<file path="config.mk">
export PLATFORM = sky130hd
export DESIGN_NAME = irq_steer_matrix
export DESIGN_NICKNAME = d
export VERILOG_FILES = /design/src/rtl/irq_steer_pkg.sv /design/src/rtl/irq_sync.sv /design/src/rtl/irq_map_regs.sv /design/src/rtl/irq_line_cond.sv /design/src/rtl/irq_steer_matrix.sv
export SDC_FILE = /design/constraint.sdc
export NUM_CORES = 1
export LEC_CHECK = 0
export CORE_MARGIN = 4
export CORE_UTILIZATION = 40
export DETAILED_ROUTE_END_ITERATION = 6
export DONT_BUFFER_PORTS = 1
export GPL_TIMING_DRIVEN = 0
export HOLD_SLACK_MARGIN = 0.02
export PLACE_DENSITY = 0.53
export REMOVE_ABC_BUFFERS = 1
export SYNTH_ARGS = -nofsm -noshare
export SYNTH_HDL_FRONTEND = slang
export SYNTH_SLANG_ARGS = --single-unit
</file>
<file path="constraint.sdc">
create_clock -name clk -period 2.3 [get_ports clk]
set_input_delay 0.115 -clock clk [delete_from_list [all_inputs] [get_ports clk]]
set_output_delay 0.115 -clock clk [all_outputs]
set_load 0.005 [all_outputs]
</file>
<file path="src/rtl/irq_steer_pkg.sv">
package irq_steer_pkg;
    localparam int          LINES     = 16;
    localparam logic [7:0]  MAP_OFF   = 8'hFF;
    localparam logic [5:0]  A_TRIG_LO = 6'h20;
    localparam logic [5:0]  A_TRIG_HI = 6'h21;
    localparam logic [5:0]  A_POL_LO  = 6'h22;
    localparam logic [5:0]  A_POL_HI  = 6'h23;
    localparam logic [5:0]  A_CLR_LO  = 6'h24;
    localparam logic [5:0]  A_CLR_HI  = 6'h25;

    // A map value is accepted if it names a line or is the off code
    function automatic logic map_ok(input logic [7:0] v);
        return (v < 8'(LINES)) || (v == MAP_OFF);
    endfunction
endpackage

</file>
<file path="src/rtl/irq_sync.sv">
module irq_sync #(
    parameter int W = 8
) (
    input  logic         clk,
    input  logic         rst_n,
    input  logic [W-1:0] din,
    output logic [W-1:0] dout
);
    typedef struct packed {
        logic [W-1:0] s1;
        logic [W-1:0] s2;
    } sync_t;

    sync_t sync_d, sync_q;

    always_comb begin
        sync_d    = sync_q;
        sync_d.s1 = din;
        sync_d.s2 = sync_q.s1;
    end

    always_ff @(posedge clk or negedge rst_n) begin
        if (!rst_n) sync_q <= '0;
        else        sync_q <= sync_d;
    end

    assign dout = sync_q.s2;
endmodule

</file>
<file path="src/rtl/irq_map_regs.sv">
module irq_map_regs
    import irq_steer_pkg::*;
#(
    parameter int NSRC = 18,
    parameter int NGP  = 11
) (
    input  logic                 clk,
    input  logic                 rst_n,
    input  logic                 wr_en,
    input  logic [5:0]           addr,
    input  logic [7:0]           wdata,
    output logic [7:0]           rdata,
    output logic [NSRC-1:0][7:0] map_o,
    output logic [LINES-1:0]     lvl_o,
    output logic [NGP-1:0]       pol_o,
    output logic [LINES-1:0]     clr_o
);
    localparam logic [15:0] POL_MASK = (NGP >= 16) ? 16'hFFFF : 16'((32'd1 << NGP) - 32'd1);

    typedef struct packed {
        logic [NSRC-1:0][7:0] map;
        logic [LINES-1:0]     lvl;
        logic [15:0]          pol;
    } regs_t;

    regs_t regs_d, regs_q;

    always_comb begin
        regs_d = regs_q;
        clr_o  = '0;
        if (wr_en) begin
            for (int i = 0; i < NSRC; i++) begin
                if (addr == 6'(i) && map_ok(wdata)) regs_d.map[i] = wdata;
            end
            case (addr)
                A_TRIG_LO: regs_d.lvl[7:0]  = wdata;
                A_TRIG_HI: regs_d.lvl[15:8] = wdata;
                A_POL_LO:  regs_d.pol[7:0]  = wdata & POL_MASK[7:0];
                A_POL_HI:  regs_d.pol[15:8] = wdata & POL_MASK[15:8];
                A_CLR_LO:  clr_o[7:0]       = wdata;
                A_CLR_HI:  clr_o[15:8]      = wdata;
                default: ;
            endcase
        end
    end

    always_comb begin
        rdata = '0;
        for (int i = 0; i < NSRC; i++) begin
            if (addr == 6'(i)) rdata = regs_q.map[i];
        end
        case (addr)
            A_TRIG_LO: rdata = regs_q.lvl[7:0];
            A_TRIG_HI: rdata = regs_q.lvl[15:8];
            A_POL_LO:  rdata = regs_q.pol[7:0];
            A_POL_HI:  rdata = regs_q.pol[15:8];
            default: ;
        endcase
    end

    always_ff @(posedge clk or negedge rst_n) begin
        if (!rst_n) begin
            regs_q.map <= {NSRC{MAP_OFF}};
            regs_q.lvl <= '0;
            regs_q.pol <= '0;
        end else begin
            regs_q <= regs_d;
        end
    end

    assign map_o = regs_q.map;
    assign lvl_o = regs_q.lvl;
    assign pol_o = regs_q.pol[NGP-1:0];

    for (genvar g = 0; g < NSRC; g++) begin : g_map_chk
        AST_ILLEGAL_MAP_KEPT: assert property (@(posedge clk) disable iff (!rst_n) (wr_en && addr == 6'(g) && !map_ok(wdata)) |=> $stable(regs_q.map[g]));
    end
endmodule

</file>
<file path="src/rtl/irq_line_cond.sv">
module irq_line_cond
    import irq_steer_pkg::*;
(
    input  logic             clk,
    input  logic             rst_n,
    input  logic [LINES-1:0] comb_i,
    input  logic [LINES-1:0] lvl_i,
    input  logic [LINES-1:0] clr_i,
    output logic [LINES-1:0] irq_o
);
    typedef struct packed {
        logic [LINES-1:0] prev;
        logic [LINES-1:0] pend;
        logic [LINES-1:0] irq;
    } line_t;

    line_t line_d, line_q;

    always_comb begin
        line_d      = line_q;
        line_d.prev = comb_i;
        // a new rising edge wins over a clear in the same cycle
        line_d.pend = (line_q.pend & ~clr_i) | (comb_i & ~line_q.prev);
        line_d.irq  = (lvl_i & comb_i) | (~lvl_i & line_d.pend);
    end

    always_ff @(posedge clk or negedge rst_n) begin
        if (!rst_n) line_q <= '0;
        else        line_q <= line_d;
    end

    assign irq_o = line_q.irq;

    for (genvar l = 0; l < LINES; l++) begin : g_line_chk
        AST_EDGE_SETS_LINE: assert property (@(posedge clk) disable iff (!rst_n) (!lvl_i[l] && comb_i[l] && !line_q.prev[l]) |=> irq_o[l]);
        AST_PEND_HELD: assert property (@(posedge clk) disable iff (!rst_n) (!lvl_i[l] && line_q.pend[l] && !clr_i[l]) |=> irq_o[l]);
        AST_LEVEL_IDLE_LOW: assert property (@(posedge clk) disable iff (!rst_n) (lvl_i[l] && !comb_i[l]) |=> !irq_o[l]);
    end
endmodule

</file>
<file path="src/rtl/irq_steer_matrix.sv">
module irq_steer_matrix
    import irq_steer_pkg::*;
#(
    parameter int N_BUS = 4,
    parameter int N_TMR = 3,
    parameter int N_GP  = 11
) (
    input  logic              clk,
    input  logic              rst_n,
    input  logic [N_BUS-1:0]  bus_int,
    input  logic [N_TMR-1:0]  tmr_in,
    input  logic [N_GP-1:0]   gp_in,
    input  logic              wr_en,
    input  logic [5:0]        addr,
    input  logic [7:0]        wdata,
    output logic [7:0]        rdata,
    output logic [LINES-1:0]  irq_out
);
    localparam int NSRC    = N_BUS + N_TMR + N_GP;
    localparam int GP_BASE = N_BUS + N_TMR;

    logic [NSRC-1:0]      raw_src;
    logic [NSRC-1:0]      sync_src;
    logic [NSRC-1:0]      cond_src;
    logic [NSRC-1:0][7:0] map_w;
    logic [LINES-1:0]     lvl_w;
    logic [N_GP-1:0]      pol_w;
    logic [LINES-1:0]     clr_w;
    logic [LINES-1:0]     comb_w;

    assign raw_src = {gp_in, tmr_in, bus_int};

    irq_sync #(.W(NSRC)) u_sync (
        .clk  (clk),
        .rst_n(rst_n),
        .din  (raw_src),
        .dout (sync_src)
    );

    irq_map_regs #(.NSRC(NSRC), .NGP(N_GP)) u_regs (
        .clk  (clk),
        .rst_n(rst_n),
        .wr_en(wr_en),
        .addr (addr),
        .wdata(wdata),
        .rdata(rdata),
        .map_o(map_w),
        .lvl_o(lvl_w),
        .pol_o(pol_w),
        .clr_o(clr_w)
    );

    // polarity only touches the general-purpose slice
    always_comb begin
        cond_src = sync_src;
        cond_src[GP_BASE +: N_GP] = sync_src[GP_BASE +: N_GP] ^ pol_w;
    end

    always_comb begin
        comb_w = '0;
        for (int l = 0; l < LINES; l++) begin
            for (int s = 0; s < NSRC; s++) begin
                if (map_w[s] == 8'(l)) comb_w[l] = comb_w[l] | cond_src[s];
            end
        end
    end

    irq_line_cond u_lines (
        .clk   (clk),
        .rst_n (rst_n),
        .comb_i(comb_w),
        .lvl_i (lvl_w),
        .clr_i (clr_w),
        .irq_o (irq_out)
    );
endmodule

</file>
# After elaboration in Yosys (flattened, before gate mapping)
# Index checks and enable logic that the tools add are counted.
# word_totals
register_bits,255
inputBits,35
word_cells,974
# op_classes
order_cmp,1
eq_ne,294
n_mux,310
n_bitwise,282
reduce_logical,60
# ops
cell,count
$eq 8x4->1 const B,144
$eq 8x3->1 const B,72
$eq 8x2->1 const B,36
$mux 1,288
$or 1x1->1,272
$mux 8,20
$eq 8x1->1 const B,18
$logic_not 8->1,18
$and 16x16->16,4
$eq 6x4->1 const B,8
$not 16->16,3
$reduce_and 2->1,22
$eq 6x6->1 const B,6
$or 16x16->16,2
$pmux 8 s4,1
$eq 6x3->1 const B,4
$logic_and 1x1->1,18
$mux 16,1
$eq 6x2->1 const B,2
$eq 6x5->1 const B,2
$xor 11x11->11,1
$eq 8x8->1 const B,1
$lt 8x5->1 const B,1
$eq 6x1->1 const B,1
other kinds (2),2

# Depth between registers and ports, before layout
# Gate-level depths: netlist of the first run.
# logic_depth
word_depth,40
ltp_mapped,9

# Cells and area by module
# Synthesis of the first run repeated with hierarchy kept, for this count alone.
# hier_totals
hier_cells,1429
area_unflattened_um2,14549.0
# by_module_without_submodules
mod,n_inst,cells_per_inst,area_each_um2,seq_area_each_um2
irq_map_regs,1,694,8309.2,4459.3
irq_steer_matrix,1,555,3316.9,0.0
irq_line_cond,1,144,2021.9,1201.2
irq_sync,1,36,900.9,900.9

# Worst setup path before layout of the first run
# No wires, ideal clock.
# synth_path
path_type,register to register
startpoint,"register u_regs.regs_q[36], in the netlist u_regs.map_o[4]"
endpoint,register u_lines.line_q (netlist bit u_lines.irq_o[3])
setup_time_ns,0.087
arrival_time_ns,1.718
t_required_ns,2.213
slack_ns,0.496
path_stages_with_launch,6
synth_period_minus_slack_ns,1.804
cell_sequence,dfstp_2 > or4b_4 > or3_1 > o2111ai_1 > nor4_1 > o211ai_1
# synth_rtl
element,line_no,text
start: declaration,irq_map_regs.sv:26,"regs_t regs_d, regs_q;"
start signal: assignment,irq_map_regs.sv:67,regs_q <= regs_d;
end signal: assignment,irq_line_cond.sv:29,else line_q <= line_d;
end: declaration,irq_line_cond.sv:17,"line_t line_d, line_q;"

# Final worst setup path of the first run
# layout_path
startpoint,"register u_regs.regs_q[44], in the netlist u_regs.map_o[12]"
endpoint,output port rdata[4]
# layout_between
elab_chain_cells,18
# layout_lines
element,line_no,text
$mux 8 (17 in series),irq_map_regs.sv:50,if (addr == 6'(i)) rdata = regs_q.map[i];
$pmux 8 s4,irq_map_regs.sv:52,case (addr)
end: declaration,irq_steer_matrix.sv:16,"output logic [7:0] rdata,"
# Every way passes these cells.

==> qor.csv, run 1 <==
metric,value,unit
r2r_end,u_lines.irq_o[8],
grt_max_degree,256,
maxCapViolCount,0,
fin_crit,2.36,ns
place_hpwl,44500,um
yosys_register_bits,255,
start_util,40.5,%
p_leak,0.00710,uW
rr_worst_depth,6,
synth_edf_count,0,
drv_slew,0,
fill_cells,3418,
antenna_found_initial,2,
drtIter0Drc,1240,
fin_hold_ws,-0.773,ns
violations,"negative hold slack, negative setup slack",
final_nets,1501,
startpoint,u_regs.map_o[12],
synth_ff_type,dfstp_2,
vdd_drop_max,598,uV
hold_violations,255,
syn_area_per_cell,10.1,um2
relSlewSlack,10.0,%
insertion_delay,0.61,ns
finish.utilization,46.9,%
synth.area.top_cells,"dfstp_2 26%, dfrtp_1 19%, mux2_2 8.7%",
timing.critical_path.to,rdata[4],
grt_pass1_vias,12500,
cp.arrival,2.25,ns
ys_types,73,
yosysTopAreaCell,dfstp_2,
track_usage,29.6,%
numCtsBuffers,30,
cts_tree,done,
area_growth,16.0,%
route.detailed.drc,0,
cts.htree.levels,1,
min_path_type,in -> async,
rsz0062_at_grt,true,
cts.sinks,255,
core,0.0366,mm2
synth_seq_area_share,44.3,%
r2r_slack,-0.03,ns
synthArstFlopShare,100,%
yosysWarnings,0,
wl_per_cell,31.2,um
wl,61100,um
fin_crit_sh,103,%
r2r_start,u_regs.map_o[4],
multi_input_area,0.00826,mm2
synth_common_cells,"144 x dfstp_2, 127 x nand2_1, 114 x mux2_2, 111 x dfrtp_1, 96 x nand4_1",
die_width,200,um
ios,59,
status,"finished, violations left",
floorplan.die_area,0.0402,mm2
rows,70,
worst-path-max-fanout,2,
path_class,reg -> out,
firstDrtPassIters,6,
start_kind,register,
grt-ovfl-total,0,
syn-cell-area,0.0148,mm2
cts_hold_buf,35,
end_kind,output port,
final.setup.worst_slack,-0.0645,ns
via_per_inst,6.53,
cts_root_buf,clkbuf_16,
yosysTopAreaCellShare,25.5,%
yosysMostFrequentCell,dfstp_2,
setup_viol,6,
p_per_area,659,mW/mm2
vias,12800,
total_power,11300,uW
fin_skew,0.0256,ns
syn_inst,1464,
die_h,200,um
clk_pin_slew,0.06,ns
maxClockFrequency,423,MHz
io_buffers,0,
cts_buffer_depth,3,
drtAntennaViolNets,0,
grt_first_pass_wirelength,88800,um
layout.area.seq,0.00656,mm2
cp.required,2.18,ns
drive_above_1_share,30.9,%
worst_pin_slew,1.35,ns
gp_congestion,1.03,
-- state kept, by name (all words and copies together), names as in the netlist --
| register | flops |
|---|---|
| u_regs.pol_o | 11 |
| u_lines.line_q | 32 |
| u_regs.lvl_o | 16 |
| u_sync.dout | 18 |
| u_regs.map_o | 144 |
| u_sync.sync_d | 18 |
| u_lines.irq_o | 16 |
-- cell families after synthesis --
family | share of synthesized area, %
buffers and inverters | 3.76
multiplexers | 11.9
flip-flops | 44.3
AO/OA/AOI/OAI | 14.6
AND/OR/NAND/NOR | 24.8
XOR/XNOR | 0.650
-- report_power, final --
group | total (uW) | internal, uW | leakage, uW | switching, uW
Combinational | 1300 | 487 | 0.00378 | 811
Sequential | 5040 | 4810 | 0.00282 | 229
Clock | 4990 | 2960 | 0.000508 | 2030
Total | 11300 | 8260 | 0.00710 | 3070
-- layout by cell type (no fill, tap or decap), drive strengths merged, types with 14 or more instances in the layout --
cell	netlist	final
mux4	14	14
a21oi	20	20
o221ai	32	32
nand2b	19	19
dfrtp	111	111
inv	26	27
o21ai	55	55
buf	45	30
mux2i	16	16
nand4	107	107
clkbuf	47	40
nor3	24	24
and2	21	21
nand2	129	129
nand3	87	87
o2111ai	22	22
o22ai	38	38
nor2	73	73
nor2b	54	54
a21o	41	41
a31oi	16	16
nand3b	17	17
mux2	114	114
dfstp	144	144
dlygate4sd3	0	32
nor4	38	38
-- cell type report --
cell class,count,area share (%)
clock inverter,16,1.25
inverter,26,0.568
multi-input combinational,1091,48.1
sequential,255,38.2
tap,468,3.41
timing repair buffer,62,3.70
clock buffer,40,4.76
antenna,2,0.0291
-- worst min path at each step --
stage / depth (start not counted) / end / from
finish: 0 / u_sync.sync_d[3] / rst_n
global placement: 0 / u_sync.dout[3] / rst_n
floorplan: 0 / u_lines.irq_o[0] / rst_n
detailed placement: 0 / u_sync.sync_d[3] / rst_n
global route: 0 / u_sync.sync_d[3] / rst_n
CTS: 0 / u_sync.dout[2] / rst_n
-- what timing repair did --
item | in CTS | in global routing
setup endpoints to repair | 56 | 34
resized for setup | 68 | 20
hold endpoints to repair | 462 | 255
pin swaps | 14 | 10
setup buffers | 15 | 5
-- per-layer routing --
metal	track usage [%]	vias to the layer above	part of all wire, %
li1	-	5612	-
met1	41.4	6513	43
met2	46.6	561	45
met3	5.28	107	7.5
met4	10.1	0	4.0
met5	0	-	0
-- critical path: stages (launching register included) --
cell	delay, ns
dfstp_2	0.54
mux4_2	0.27
nand2_2	0.08
a221oi_4	0.33
nor3_2	0.12
o211ai_1	0.31
-- stage by stage --
| step | instance area [um2] | hold WS, ns | setup TNS (ns) | setup slack, ns | std cells |
|---|---|---|---|---|---|
| 2_1_floorplan | 14400 | -0.181 | -15.00 | -0.506 | 1372 |
| 3_3_place_gp | 14900 | -0.174 | -148.56 | -2.01 | 1840 |
| 3_5_place_dp | 15100 | -0.171 | -24.86 | -0.630 | 1847 |
| 4_1_cts | 17000 | -0.799 | -0.247 | -0.115 | 1953 |
| 5_1_grt | 17200 | -0.790 | -0.696 | -0.111 | 1960 |
| 6_report | 17200 | -0.773 | -0.181 | -0.0645 | 1960 |
No activity file was read; power rests on OpenSTA's default activity.
==> inputs of run 2 (changes only) <==
--- a/config.mk
+++ b/config.mk
@@ -6,12 +6,12 @@
 export NUM_CORES = 1
 export LEC_CHECK = 0
 export CORE_MARGIN = 4
-export CORE_UTILIZATION = 40
+export CORE_UTILIZATION = 35
 export DETAILED_ROUTE_END_ITERATION = 6
 export DONT_BUFFER_PORTS = 1
 export GPL_TIMING_DRIVEN = 0
 export HOLD_SLACK_MARGIN = 0.02
-export PLACE_DENSITY = 0.53
+export PLACE_DENSITY = 0.48
 export REMOVE_ABC_BUFFERS = 1
 export SYNTH_ARGS = -nofsm -noshare
 export SYNTH_HDL_FRONTEND = slang
==> run 2 against run 1 <==
The run still ends with negative hold slack, negative setup slack left. Non-clock buffer count grew 14. Sequential share of layout area shrank 0.26 points. Critical path type unchanged. First-iteration DRC count grew 6.3%. Clock power shrank 8.8%. Routed wire length grew 1.4%. Critical endpoint unchanged. Register-to-register slack gained 0.05 ns.
==> qor.csv, run 2 (synthesis results as in run 1) <==
metric,value,unit
rr_worst_depth,5,
drv_slew,0,
violations,"negative hold slack, negative setup slack",
numCtsBuffers,30,
total_power,10900,uW
status,"finished, violations left",
r2r_start,u_regs.map_o[38],
relSlewSlack,15.8,%
min_path_type,in -> async,
start_kind,register,
hold_violations,255,
antenna_found_initial,7,
dpl_cell_area,0.0152,mm2
cp_slowest_cell,dfstp_2,
startpoint,u_regs.map_o[4],
slowest_delay,0.55,ns
fin_skew,0.0185,ns
drive_above_1_share,30.7,%
end_kind,output port,
cp.arrival,2.21,ns
vdd_drop_max,593,uV
place_hpwl,45400,um
most-common-layout-cells,"144 x dfstp_2, 125 x nand2_1, 114 x mux2_2",
cts.htree.levels,1,
grt_pass1_vias,12200,
multi_input_area,0.00827,mm2
final_area,0.0173,mm2
insertion_delay,0.58,ns
r2r_end,u_lines.irq_o[9],
gp_congestion,1.05,
via_per_inst,6.23,
drtIter0Drc,1318,
cts_buffer_depth,3,
r2r_slack,0.02,ns
setup_viol,2,
wl,61900,um
cts.sinks,255,
grt_max_degree,256,
wl_per_cell,30.3,um
cts_tree,done,
io_buffers,0,
track_usage,26.8,%
fin_crit,2.32,ns
area_growth,16.7,%
start_util,35.4,%
cp.required,2.18,ns
path_cells,mux4_2 > nand2_2 > a221oi_4 > nor3_4 > o211ai_1,
rsz0062_at_grt,true,
tns,-0.0309,ns
p_per_area,632,mW/mm2
p_leak,0.00712,uW
maxCapViolCount,0,
route.detailed.drc,0,
maxClockFrequency,431,MHz
firstDrtPassIters,6,
worst_pin_slew,1.26,ns
path_class,reg -> out,
grt-ovfl-total,0,
grt_first_pass_wirelength,88500,um
worst-path-max-fanout,2,
die_width,214,um
fin_crit_sh,101,%
core,0.0419,mm2
cts_root_buf,clkbuf_16,
largest_reg_flops,144,
final_nets,1515,
fill_cells,4140,
vias,12700,
drtAntennaViolNets,0,
final_common_cell,dfstp_2,
ios,59,
die_h,214,um
final.setup.worst_slack,-0.0224,ns
rows,75,
layout.area.seq,0.00656,mm2
cts_hold_buf,36,
floorplan.die_area,0.0457,mm2
fin_hold_ws,-0.755,ns
clk_pin_slew,0.06,ns
==> run 2: worst max path at each step <==
stage / slack, ns / cells past startpoint / end
floorplan: -0.51 / 5 / rdata[6]
global placement: -2.00 / 5 / rdata[0]
detailed placement: -0.76 / 5 / u_lines.irq_o[14]
CTS: -0.09 / 5 / rdata[4]
global route: -0.1 / 5 / rdata[2]
finish: -0.02 / 5 / rdata[4]
==> run 2: metal layers <==
| layer | up-vias | track usage [%] | share of wire (%) |
|---|---|---|---|
| met4 | 2 | 12.0 | 5.2 |
| met5 | - | 0 | 0.031 |
| met3 | 126 | 6.47 | 7.5 |
| met1 | 6446 | 36.4 | 43 |
| li1 | 5651 | - | - |
| met2 | 503 | 40.9 | 44 |
==> run 2: final cells by class <==
type	count	share of cell area [%]
multi-input cells	1091	47.8
clock inverters	8	0.441
flip-flops and latches	255	37.9
repair buffers	76	4.34
well taps	539	3.90
clock buffers	43	4.92
diodes	5	0.0723
inverters	26	0.564
==> run 2: power by group <==
| group | internal (uW) | total (uW) | switching [uW] | leakage (uW) |
|---|---|---|---|---|
| clock | 2650 | 4550 | 1900 | 0.000452 |
| combinational | 509 | 1340 | 833 | 0.00385 |
| sequential | 4810 | 5040 | 232 | 0.00282 |
| total | 7970 | 10900 | 2960 | 0.00712 |
==> run 2: what timing repair did <==
action / CTS / global route
endpoints found under the hold margin: 462 / 255
resized for setup: 59 / 31
buffers inserted: 15 / 18
setup endpoints to repair: 56 / 37
cloned: 0 / 0
pin swaps: 17 / 22
==> run 2: through the flow <==
stage               setup WS [ns]  util, %  std cells
floorplan                  -0.506        -       1372
CTS                       -0.0948     40.5       2020
global route              -0.0951     41.3       2040
detailed placement         -0.760     36.2       1918
global placement            -2.00     35.9       1911
finish                    -0.0224     41.3       2043
==> run 2: worst max-delay path, delay by kind of cell, from the launching register on <==
| kind | cells | cell delay [ns] |
|---|---|---|
| compound gates | 2 | 0.65 |
| mux | 1 | 0.28 |
| simple gates | 2 | 0.14 |
| flops | 1 | 0.55 |
